`src/rtl/pgw_pkg.sv`:
```
package pgw_pkg;

    typedef enum logic [1:0] {
        ACC_READ  = 2'b00,
        ACC_WRITE = 2'b01,
        ACC_EXEC  = 2'b10,
        ACC_RSVD  = 2'b11
    } acc_e;

    typedef enum logic [1:0] {
        FLT_NONE    = 2'b00,
        FLT_INVALID = 2'b01,
        FLT_PROT    = 2'b10
    } fault_e;

    typedef enum logic [2:0] {
        ST_IDLE,
        ST_OUTER,
        ST_INNER,
        ST_WBACK,
        ST_DONE
    } walk_st_e;

    // permission field: 00 ro, 01 rw, 10 xo, 11 rwx
    function automatic logic prot_allows(input logic [1:0] prot, input acc_e acc);
        logic ok;
        unique case (acc)
            ACC_READ:  ok = (prot != 2'b10);
            ACC_WRITE: ok = prot[0];
            ACC_EXEC:  ok = prot[1];
            default:   ok = 1'b0;
        endcase
        return ok;
    endfunction

endpackage

```
`src/rtl/pgw_addr_gen.sv`:
```
module pgw_addr_gen #(
    parameter int ADDR_W   = 32,
    parameter int IDX_W    = 10,
    parameter int OFF_W    = 12,
    parameter int FRAME_W  = 20,
    parameter int ENT_LOG2 = 2
) (
    input  logic               sel_inner,
    input  logic [ADDR_W-1:0]  table_base,
    input  logic [FRAME_W-1:0] inner_frame,
    input  logic [IDX_W-1:0]   idx_outer,
    input  logic [IDX_W-1:0]   idx_inner,
    output logic [ADDR_W-1:0]  entry_addr
);
    localparam int PA_W  = FRAME_W + OFF_W;
    localparam int PAD_W = ADDR_W - IDX_W - ENT_LOG2;

    logic [PA_W-1:0]   inner_base_pa;
    logic [ADDR_W-1:0] inner_base;
    logic [ADDR_W-1:0] scaled_idx;
    logic [IDX_W-1:0]  idx_sel;

    assign inner_base_pa = {inner_frame, {OFF_W{1'b0}}};

    generate
        if (PA_W >= ADDR_W) begin : g_trunc
            assign inner_base = inner_base_pa[ADDR_W-1:0];
        end else begin : g_ext
            assign inner_base = {{(ADDR_W-PA_W){1'b0}}, inner_base_pa};
        end
    endgenerate

    assign idx_sel    = sel_inner ? idx_inner : idx_outer;
    assign scaled_idx = {{PAD_W{1'b0}}, idx_sel, {ENT_LOG2{1'b0}}};
    assign entry_addr = (sel_inner ? inner_base : table_base) + scaled_idx;

endmodule

```
`src/rtl/pgw_pte_check.sv`:
```
module pgw_pte_check
    import pgw_pkg::*;
#(
    parameter int PTE_W   = 32,
    parameter int FRAME_W = 20
) (
    input  logic [PTE_W-1:0]   pte,
    input  acc_e               acc,
    output logic               is_valid,
    output logic               prot_ok,
    output logic [FRAME_W-1:0] frame,
    output logic [PTE_W-1:0]   pte_upd,
    output logic               needs_wb
);
    localparam int PROT_LO = FRAME_W;
    localparam int MOD_BIT = FRAME_W + 2;
    localparam int REF_BIT = FRAME_W + 3;
    localparam int VLD_BIT = FRAME_W + 4;

    always_comb begin
        is_valid = pte[VLD_BIT];
        prot_ok  = prot_allows(pte[PROT_LO+1:PROT_LO], acc);
        frame    = pte[FRAME_W-1:0];
        pte_upd  = pte;
        pte_upd[REF_BIT] = 1'b1;
        if (acc == ACC_WRITE) begin
            pte_upd[MOD_BIT] = 1'b1;
        end
        needs_wb = (pte_upd != pte);
    end

endmodule

```
`src/rtl/pgw_walker.sv`:
```
module pgw_walker
    import pgw_pkg::*;
#(
    parameter int ADDR_W   = 32,
    parameter int IDX_W    = 10,
    parameter int OFF_W    = 12,
    parameter int FRAME_W  = 20,
    parameter int PTE_W    = 32,
    parameter int ENT_LOG2 = 2
) (
    input  logic               clk,
    input  logic               rst_n,
    input  logic               req_valid,
    output logic               req_ready,
    input  logic [ADDR_W-1:0]  req_vaddr,
    input  logic [1:0]         req_acc,
    input  logic [ADDR_W-1:0]  table_base,
    output logic               mem_req_valid,
    input  logic               mem_req_ready,
    output logic               mem_req_we,
    output logic [ADDR_W-1:0]  mem_req_addr,
    output logic [PTE_W-1:0]   mem_req_wdata,
    input  logic               mem_rsp_valid,
    input  logic [PTE_W-1:0]   mem_rsp_rdata,
    output logic               res_valid,
    output logic [1:0]         res_fault,
    output logic [FRAME_W-1:0] res_frame,
    output logic [FRAME_W+OFF_W-1:0] res_paddr,
    output logic [PTE_W-1:0]   res_pte
);
    localparam int PA_W    = FRAME_W + OFF_W;
    localparam int IN_LO   = OFF_W;
    localparam int OUT_LO  = OFF_W + IDX_W;
    localparam int REF_BIT = FRAME_W + 3;

    walk_st_e            st, st_nx;
    logic                issued;
    logic [ADDR_W-1:0]   va_q;
    logic [ADDR_W-1:0]   base_q;
    acc_e                acc_q;
    logic [FRAME_W-1:0]  tbl_frame_q;
    logic [PTE_W-1:0]    wb_pte_q;
    fault_e              fault_q;
    logic [PTE_W-1:0]    pte_q;
    logic [PA_W-1:0]     paddr_q;
    logic [FRAME_W-1:0]  frame_q;

    logic                rsp_take;
    logic                chk_valid;
    logic                chk_prot_ok;
    logic [FRAME_W-1:0]  chk_frame;
    logic [PTE_W-1:0]    chk_upd;
    logic                chk_needs_wb;
    logic                in_read;

    pgw_addr_gen #(
        .ADDR_W  (ADDR_W),
        .IDX_W   (IDX_W),
        .OFF_W   (OFF_W),
        .FRAME_W (FRAME_W),
        .ENT_LOG2(ENT_LOG2)
    ) i_addr (
        .sel_inner  (st != ST_OUTER),
        .table_base (base_q),
        .inner_frame(tbl_frame_q),
        .idx_outer  (va_q[OUT_LO+IDX_W-1:OUT_LO]),
        .idx_inner  (va_q[IN_LO+IDX_W-1:IN_LO]),
        .entry_addr (mem_req_addr)
    );

    pgw_pte_check #(
        .PTE_W  (PTE_W),
        .FRAME_W(FRAME_W)
    ) i_chk (
        .pte     (mem_rsp_rdata),
        .acc     (acc_q),
        .is_valid(chk_valid),
        .prot_ok (chk_prot_ok),
        .frame   (chk_frame),
        .pte_upd (chk_upd),
        .needs_wb(chk_needs_wb)
    );

    assign in_read       = (st == ST_OUTER) || (st == ST_INNER);
    assign rsp_take      = in_read && issued && mem_rsp_valid;
    assign mem_req_valid = (in_read && !issued) || (st == ST_WBACK);
    assign mem_req_we    = (st == ST_WBACK);
    assign mem_req_wdata = wb_pte_q;
    assign req_ready     = (st == ST_IDLE);
    assign res_valid     = (st == ST_DONE);
    assign res_fault     = fault_q;
    assign res_pte       = pte_q;
    assign res_paddr     = paddr_q;
    assign res_frame     = frame_q;

    // next-state decision
    always_comb begin
        st_nx = st;
        unique case (st)
            ST_IDLE: begin
                if (req_valid) st_nx = ST_OUTER;
            end
            ST_OUTER: begin
                if (rsp_take) st_nx = chk_valid ? ST_INNER : ST_DONE;
            end
            ST_INNER: begin
                if (rsp_take) begin
                    if (chk_valid && chk_prot_ok && chk_needs_wb) st_nx = ST_WBACK;
                    else                                          st_nx = ST_DONE;
                end
            end
            ST_WBACK: begin
                if (mem_req_ready) st_nx = ST_DONE;
            end
            ST_DONE: st_nx = ST_IDLE;
            default: st_nx = ST_IDLE;
        endcase
    end

    // state register
    always_ff @(posedge clk or negedge rst_n) begin
        if (!rst_n) st <= ST_IDLE;
        else        st <= st_nx;
    end

    // captured request, walk progress and result registers
    always_ff @(posedge clk or negedge rst_n) begin
        if (!rst_n) begin
            issued      <= 1'b0;
            va_q        <= '0;
            base_q      <= '0;
            acc_q       <= ACC_READ;
            tbl_frame_q <= '0;
            wb_pte_q    <= '0;
            fault_q     <= FLT_NONE;
            pte_q       <= '0;
            paddr_q     <= '0;
            frame_q     <= '0;
        end else begin
            if (st != st_nx)                                    issued <= 1'b0;
            else if (in_read && mem_req_valid && mem_req_ready) issued <= 1'b1;

            unique case (st)
                ST_IDLE: begin
                    if (req_valid) begin
                        va_q   <= req_vaddr;
                        base_q <= table_base;
                        acc_q  <= acc_e'(req_acc);
                    end
                end
                ST_OUTER: begin
                    if (rsp_take) begin
                        tbl_frame_q <= chk_frame;
                        if (!chk_valid) begin
                            fault_q <= FLT_INVALID;
                            pte_q   <= mem_rsp_rdata;
                            paddr_q <= '0;
                            frame_q <= '0;
                        end
                    end
                end
                ST_INNER: begin
                    if (rsp_take) begin
                        if (!chk_valid || !chk_prot_ok) begin
                            fault_q <= chk_valid ? FLT_PROT : FLT_INVALID;
                            pte_q   <= mem_rsp_rdata;
                            paddr_q <= '0;
                            frame_q <= '0;
                        end else begin
                            fault_q  <= FLT_NONE;
                            pte_q    <= chk_upd;
                            wb_pte_q <= chk_upd;
                            paddr_q  <= {chk_frame, va_q[OFF_W-1:0]};
                            frame_q  <= chk_frame;
                        end
                    end
                end
                default: ;
            endcase
        end
    end

    AST_REQ_HOLD: assert property (@(posedge clk) disable iff (!rst_n)
        (mem_req_valid && !mem_req_ready) |=> (mem_req_valid && $stable(mem_req_addr) && $stable(mem_req_we) && $stable(mem_req_wdata)));
    AST_IDLE_QUIET: assert property (@(posedge clk) disable iff (!rst_n)
        req_ready |-> !mem_req_valid);
    AST_RES_PULSE: assert property (@(posedge clk) disable iff (!rst_n)
        res_valid |=> !res_valid);
    AST_WB_REF_SET: assert property (@(posedge clk) disable iff (!rst_n)
        (mem_req_valid && mem_req_we) |-> mem_req_wdata[REF_BIT]);
    AST_FRAME_JOIN: assert property (@(posedge clk) disable iff (!rst_n)
        (res_valid && res_fault == FLT_NONE) |-> (res_paddr[PA_W-1:OFF_W] == res_pte[FRAME_W-1:0]));
    AST_FAULT_ZERO_PA: assert property (@(posedge clk) disable iff (!rst_n)
        (res_valid && res_fault != FLT_NONE) |-> (res_paddr == '0));

endmodule

```
`config.mk`:
```
export PLATFORM = sky130hd
export DESIGN_NAME = pgw_walker
export DESIGN_NICKNAME = d
export VERILOG_FILES = /design/src/rtl/pgw_pkg.sv /design/src/rtl/pgw_addr_gen.sv /design/src/rtl/pgw_pte_check.sv /design/src/rtl/pgw_walker.sv
export SDC_FILE = /design/constraint.sdc
export NUM_CORES = 1
export LEC_CHECK = 0
export BUFFER_PORTS_ARGS = -buffer_cell sky130_fd_sc_hd__buf_2
export CAP_MARGIN = 20
export CORE_UTILIZATION = 57
export DETAILED_ROUTE_END_ITERATION = 10
export PLACE_DENSITY_LB_ADDON = 0.25
export SKIP_LAST_GASP = 1
export SYNTH_ARGS = -nofsm -noshare
export SYNTH_HDL_FRONTEND = slang
export SYNTH_HIERARCHICAL = 1
export SYNTH_SLANG_ARGS = --single-unit
```
`constraint.sdc`:
```
create_clock -name clk -period 9.2 [get_ports clk]
set_clock_uncertainty 0.05 [all_clocks]
set_input_delay 1.84 -clock clk [delete_from_list [all_inputs] [get_ports clk]]
set_output_delay 1.84 -clock clk [all_outputs]
set_load 0.005 [all_outputs]
```
## Word-level counts from Yosys, hierarchy flattened

Index checks and enable logic that the tools add are counted.

| cells by class | value |
|---|---|
| add/sub/neg operators | 1 |
| equality and inequality tests | 13 |
| muxes and demuxes | 34 |
| bitwise logic cells | 1 |
| reduce and logical (&&, ||, !) cells | 21 |

Operators with widths:

| kind | number |
|---|---|
| two-way mux 32 bit | 8 |
| case mux 32 bit (2 select lines) | 2 |
| two-way mux 20 bit | 4 |
| case mux 20 bit (2 select lines) | 1 |
| adder 32 x 12 -> 32 bit | 1 |
| two-way mux 24 bit | 1 |
| two-way mux 3 bit | 6 |
| case mux 3 bit (4 select lines) | 1 |
| two-way mux 10 bit | 1 |
| two-way mux 2 bit | 5 |
| inequality test 2 bit (second input constant) | 4 |
| logical AND 1 bit | 7 |
| equality test 3 x 2 -> 1 bit (second input constant) | 2 |
| case mux 2 bit (2 select lines) | 1 |
| AND reduction 2 bit | 2 |
| AND reduction 4 bit | 1 |
| nonzero test 2 bit | 2 |
| equality test 3 x 1 -> 1 bit (second input constant) | 1 |
| equality test 3 bit (second input constant) | 1 |
| zero test 1 bit | 3 |
| zero test 3 bit | 1 |
| logical OR 1 bit | 3 |
| two-way mux 1 bit | 3 |
| inequality test 3 x 1 -> 1 bit (second input constant) | 1 |
| 8 further kinds | 8 |

| storage, ports and cells | value |
|---|---|
| register bits | 208 |
| output and inout bits | 154 |
| word-level logic and storage cells | 81 |

## Logic depth before layout (Yosys ltp)

| logic depth | value |
|---|---|
| word-level depth | 9 |
| depth in mapped cells | 18 |
| mapped depth without buffers | 12 |

## Hierarchy

The synthesis kept the hierarchy.

Modules (own cells, without submodules):

| module | instances | cells each | area an instance (um^2) | sequential area each (um^2) |
|---|---|---|---|---|
| pgw_walker | 1 | 542 | 7598.5 | 4704.5 |
| pgw_addr_gen | 1 | 204 | 1511.4 | 0.0 |
| pgw_pte_check | 1 | 59 | 434.2 | 0.0 |

## Worst setup path before layout

Ideal clock, no wire load.

| timing path | value |
|---|---|
| path type | register -> output |
| from | reg st[0] |
| to | out mem_req_addr[30] |
| data arrival time | 3637 ps |
| slack | 3673 ps |
| stages on the path, launching flop included | 19 |
| path buffers | 7 |
| cells stage by stage | dfrtp_1 > buf_4 > clkbuf_1 > nand2_1 > buf_6 > buf_8 > buf_2 > buf_2 > buf_2 > mux2_2 > ha_1 > inv_1 > fa_1 > nand2b_1 > a21oi_1 > o211ai_1 > a2111oi_2 > nand2_1 > xor2_1 |

| between the ends | value |
|---|---|
| word-level cells in the longest chain between the ends | 3 |
| elaborated cells between the ends (all ways) | 4 |
| those cells by class | add/sub: 1; eq/ne: 1; mux: 2 |

Ends and longest elaborated chain:

| element | line | RTL |
|---|---|---|
| start, declared | pgw_walker.sv:36 | `walk_st_e st, st_nx;` |
| start signal, assigned | pgw_walker.sv:123 | `else st <= st_nx;` |
| inequality test 3 x 1 -> 1 bit (*) | pgw_walker.sv:63 | `.sel_inner (st != ST_OUTER),` |
| two-way mux 32 bit / two-way mux 10 bit (equally long branches) | pgw_addr_gen.sv:35, pgw_addr_gen.sv:33 |  |
| adder 32 x 12 -> 32 bit (*) | pgw_addr_gen.sv:35 | `assign entry_addr = (sel_inner ? inner_base : table_base) + scaled_idx;` |
| end, declared | pgw_walker.sv:21 | `output logic [ADDR_W-1:0] mem_req_addr,` |

Every way passes the cells marked *; elsewhere a longest branch is shown, timed or not.

## Worst setup path after layout

| timing path | value |
|---|---|
| from | reg st[2] |
| to | out mem_req_addr[28] |

Same word-level chain as after synthesis.

==> metrics <==
setup violators final 0; layout cells sized above 1 44.0%; slack of the worst reg-to-reg path 6.60 ns; class of the tightest hold or removal check register to register; critical path data required time around 7.3 ns; Worst-path clk slew 0.07 ns; Total Wirelength 20600 um; Mapped Cells approximately 810; worst vdd ir 0.191 mV; critical register-to-register path startpoint acc_q[1]; final HPWL from detailed placement ~14000 um; total via count in the routed design 6535; final setup TNS 0 ns; total leakage power roughly 0.0053 uW; clock tree root driver cell sky130_fd_sc_hd__clkbuf_16; synthesized area per cell 11.9 sq um; maximum number of pins on one net before global-route repair 110; sequential element share of the synthesized area between 40% and 50%; launch point of the worst hold path res_pte[29]; number of max-slew violations in the final report 0; type of the worst setup path register to output pin; violation count after the first detailed-route iteration around 320; I/O pin count around 260; die outline width around 130 um; drt pass-1 iters 4; share of synthesized registers carrying an async set or reset 100%; proportion of netlist area held by the largest area contributor 49.3%; total cell area at the placement stage a little over 10000 sq um; ANT nets after route 0; number of buffers inserted by post-CTS setup repair 0; number of buffers on the longest clock path 2; Ys Warns 6; non-filler cells in the finished layout around 1200; clock buffer count from CTS 17; result of the run finished, final reports clean; number of placement rows 46; wire length of the first global-routing pass 34100 um; startpoint type of the worst setup path register; vias in the first global route 6553; post-detailed-route via-to-cell ratio ~5.4; Die Outline Area 17300 sq um; DRC Markers 0; largest fanout on the critical path 27; Post-synth EDFFs 0; portion of the clock cycle consumed by the worst path in the final layout about two thirds; top cells by instance count after synthesis 188 x sky130_fd_sc_hd__dfrtp_1, 125 x sky130_fd_sc_hd__mux2_2, 78 x sky130_fd_sc_hd__buf_4; achievable clock frequency 160 MHz; area of all placed cells without fillers 10900 sq um; power per cell area approximately 340 nW/um^2; endpoints failing hold 0; CP Capture Type output pin; count of unique library cells instantiated by Yosys between 60 and 70; slew at the pin closest to its max-slew limit 0.910 ns; worst hold-check slack 0.432 ns; total routing resource utilization after global routing 24.8%; initial standard-cell utilization of the core 59.2%; library cell with the largest summed area after synthesis sky130_fd_sc_hd__dfrtp_1; post-synthesis cell area 9540 sq um; Placer Congestion 0.859; antenna violations before repair 1; standard cell core area 16100 sq um; most frequently used flop master after synthesis sky130_fd_sc_hd__dfrtp_1; number of placed cells counting well taps ~1200; unrepaired setup endpoints after global routing no; TritonCTS clock tree built; count of nets after finishing 1086; CTS Sinks 188; # fillers ~1300; cts hold-fix bufs 0; Worst EP arrival around 4.3 ns; number of I/O port buffers 256; most frequent cell after synthesis sky130_fd_sc_hd__dfrtp_1; post_cts resized 0; syn nets 919; later-pin clock latency in the skew report 0.42 ns; chip height 131 um; synthesis-to-finish area growth 14.6%; flip-flop and latch count after synthesis 188; worst slew slack as a fraction of its limit about two fifths; Area contributors post-synth sky130_fd_sc_hd__dfrtp_1 49%, sky130_fd_sc_hd__mux2_2 15%, sky130_fd_sc_hd__buf_4 6.1%, sky130_fd_sc_hd__mux2i_1 4.5%, sky130_fd_sc_hd__a22o_1 3.0%; CTS H-tree depth 4; total global routing overflow 0; routed len/inst 17.2 um; Final Critical Period 6.23 ns; Max-Cap Viols 0; source of the critical timing path st[2]
[state kept, by name, indices dropped and copies added (netlist names)]
| name | flops |
|---|---|
| tbl_frame_q | 20 |
| mem_req_wdata | 32 |
| base_q | 32 |
| res_paddr | 32 |
| va_q | 32 |
| acc_q | 2 |
| res_pte | 32 |
| st | 3 |
| issued | 1 |
| res_fault | 2 |
[critical path, stage by stage (launching register included)]
cell	delay, ns
sky130_fd_sc_hd__dfrtp_1	0.75
sky130_fd_sc_hd__nor2_1	0.18
sky130_fd_sc_hd__nand2_2	0.51
sky130_fd_sc_hd__mux2_2	0.27
sky130_fd_sc_hd__ha_1	0.16
sky130_fd_sc_hd__inv_1	0.05
sky130_fd_sc_hd__fa_1	0.39
sky130_fd_sc_hd__nand2b_1	0.18
sky130_fd_sc_hd__a21oi_1	0.20
sky130_fd_sc_hd__o211ai_1	0.22
sky130_fd_sc_hd__a2111oi_2	0.59
sky130_fd_sc_hd__nand2b_1	0.12
sky130_fd_sc_hd__xor2_1	0.16
sky130_fd_sc_hd__buf_2	0.13
[path summary, 6_finish.rpt]
check | to | cells past startpoint
max | mem_req_addr[28] | 13
min | res_pte[29] | 2
max reg2reg | mem_req_wdata[7] | 6
min reg2reg | res_pte[29] | 2
max in group asynchronous | res_paddr[3] | 3
min in group asynchronous | va_q[18] | 1
[power by group]
part / leakage [uW] / switching [uW] / internal, uW
sequential: 0.00238 / 235 / 1140
clock: 0.000265 / 337 / 357
combinational: 0.00270 / 787 / 813
total: 0.00534 / 1360 / 2310
[layout by cell type, fill, tap and decap left out, types with 4 or more instances in the layout]
cell type                   netlist  routed
sky130_fd_sc_hd__nand2_1         57      56
sky130_fd_sc_hd__mux2_1           4       4
sky130_fd_sc_hd__inv_6            0       5
sky130_fd_sc_hd__inv_8            0       4
sky130_fd_sc_hd__a21oi_1         24      24
sky130_fd_sc_hd__nand4_1          4       4
sky130_fd_sc_hd__o21ai_0         40      40
sky130_fd_sc_hd__buf_4           78       5
sky130_fd_sc_hd__nand2b_1         8       8
sky130_fd_sc_hd__mux2_2         125     125
sky130_fd_sc_hd__inv_1            7       7
sky130_fd_sc_hd__buf_2           22     255
sky130_fd_sc_hd__nor2b_1         19      19
sky130_fd_sc_hd__nand3_1         11      11
sky130_fd_sc_hd__xnor2_1         14      14
sky130_fd_sc_hd__dfrtp_1        188     188
sky130_fd_sc_hd__o21ai_1          5       5
sky130_fd_sc_hd__a32oi_1          7       7
sky130_fd_sc_hd__xor2_1          16      16
sky130_fd_sc_hd__ha_1            10      10
sky130_fd_sc_hd__mux2i_1         43      43
sky130_fd_sc_hd__nor2_1          18      18
sky130_fd_sc_hd__clkbuf_16        0      17
sky130_fd_sc_hd__a22o_1          33      33
[final cells by class]
| cell class | instances | area, sq um | share of cell area, % |
|---|---|---|---|
| multi-input combinational | 496 | 4020 | 36.8 |
| sequential | 188 | 4700 | 43.0 |
| antenna | 1 | 2.50 | 0.0229 |
| clock buffer | 17 | 425 | 3.89 |
| timing repair buffer | 262 | 1360 | 12.4 |
| tap | 216 | 270 | 2.47 |
| inverter | 7 | 26.3 | 0.240 |
| clock inverter | 14 | 129 | 1.18 |
[per-stage QoR]
| step | utilization [%] | worst slack [ns] | power [uW] |
|---|---|---|---|
| finish | 67.9 | 2.97 | 3670 |
| floorplan | - | 3.67 | 2450 |
| global route | 67.9 | 2.61 | 3920 |
| detailed placement | 64.2 | 3.39 | 2980 |
| CTS | 67.7 | 2.94 | 3690 |
| global placement | 64.2 | 3.53 | 2930 |
[layer usage]
layer  vias up  global-route usage [%]  part of all wire (%)
met2       210                    39.4                    48
li1       3120                       -                     -
met1      3199                    34.4                    45
met4         0                    5.10                  0.52
met3         6                    6.48                   6.8
met5         -                       0                     0
[logic make-up after synthesis]
logic type	after synthesis	share of synthesized area, %
compound gates	138	10.0
xor+xnor	30	2.75
fa+ha+maj	11	1.52
buf+inv	121	8.63
flops	188	49.3
mux	172	19.7
other cells	1	0.0393
simple gates	144	8.02
Power figures use the tool's default switching activity.
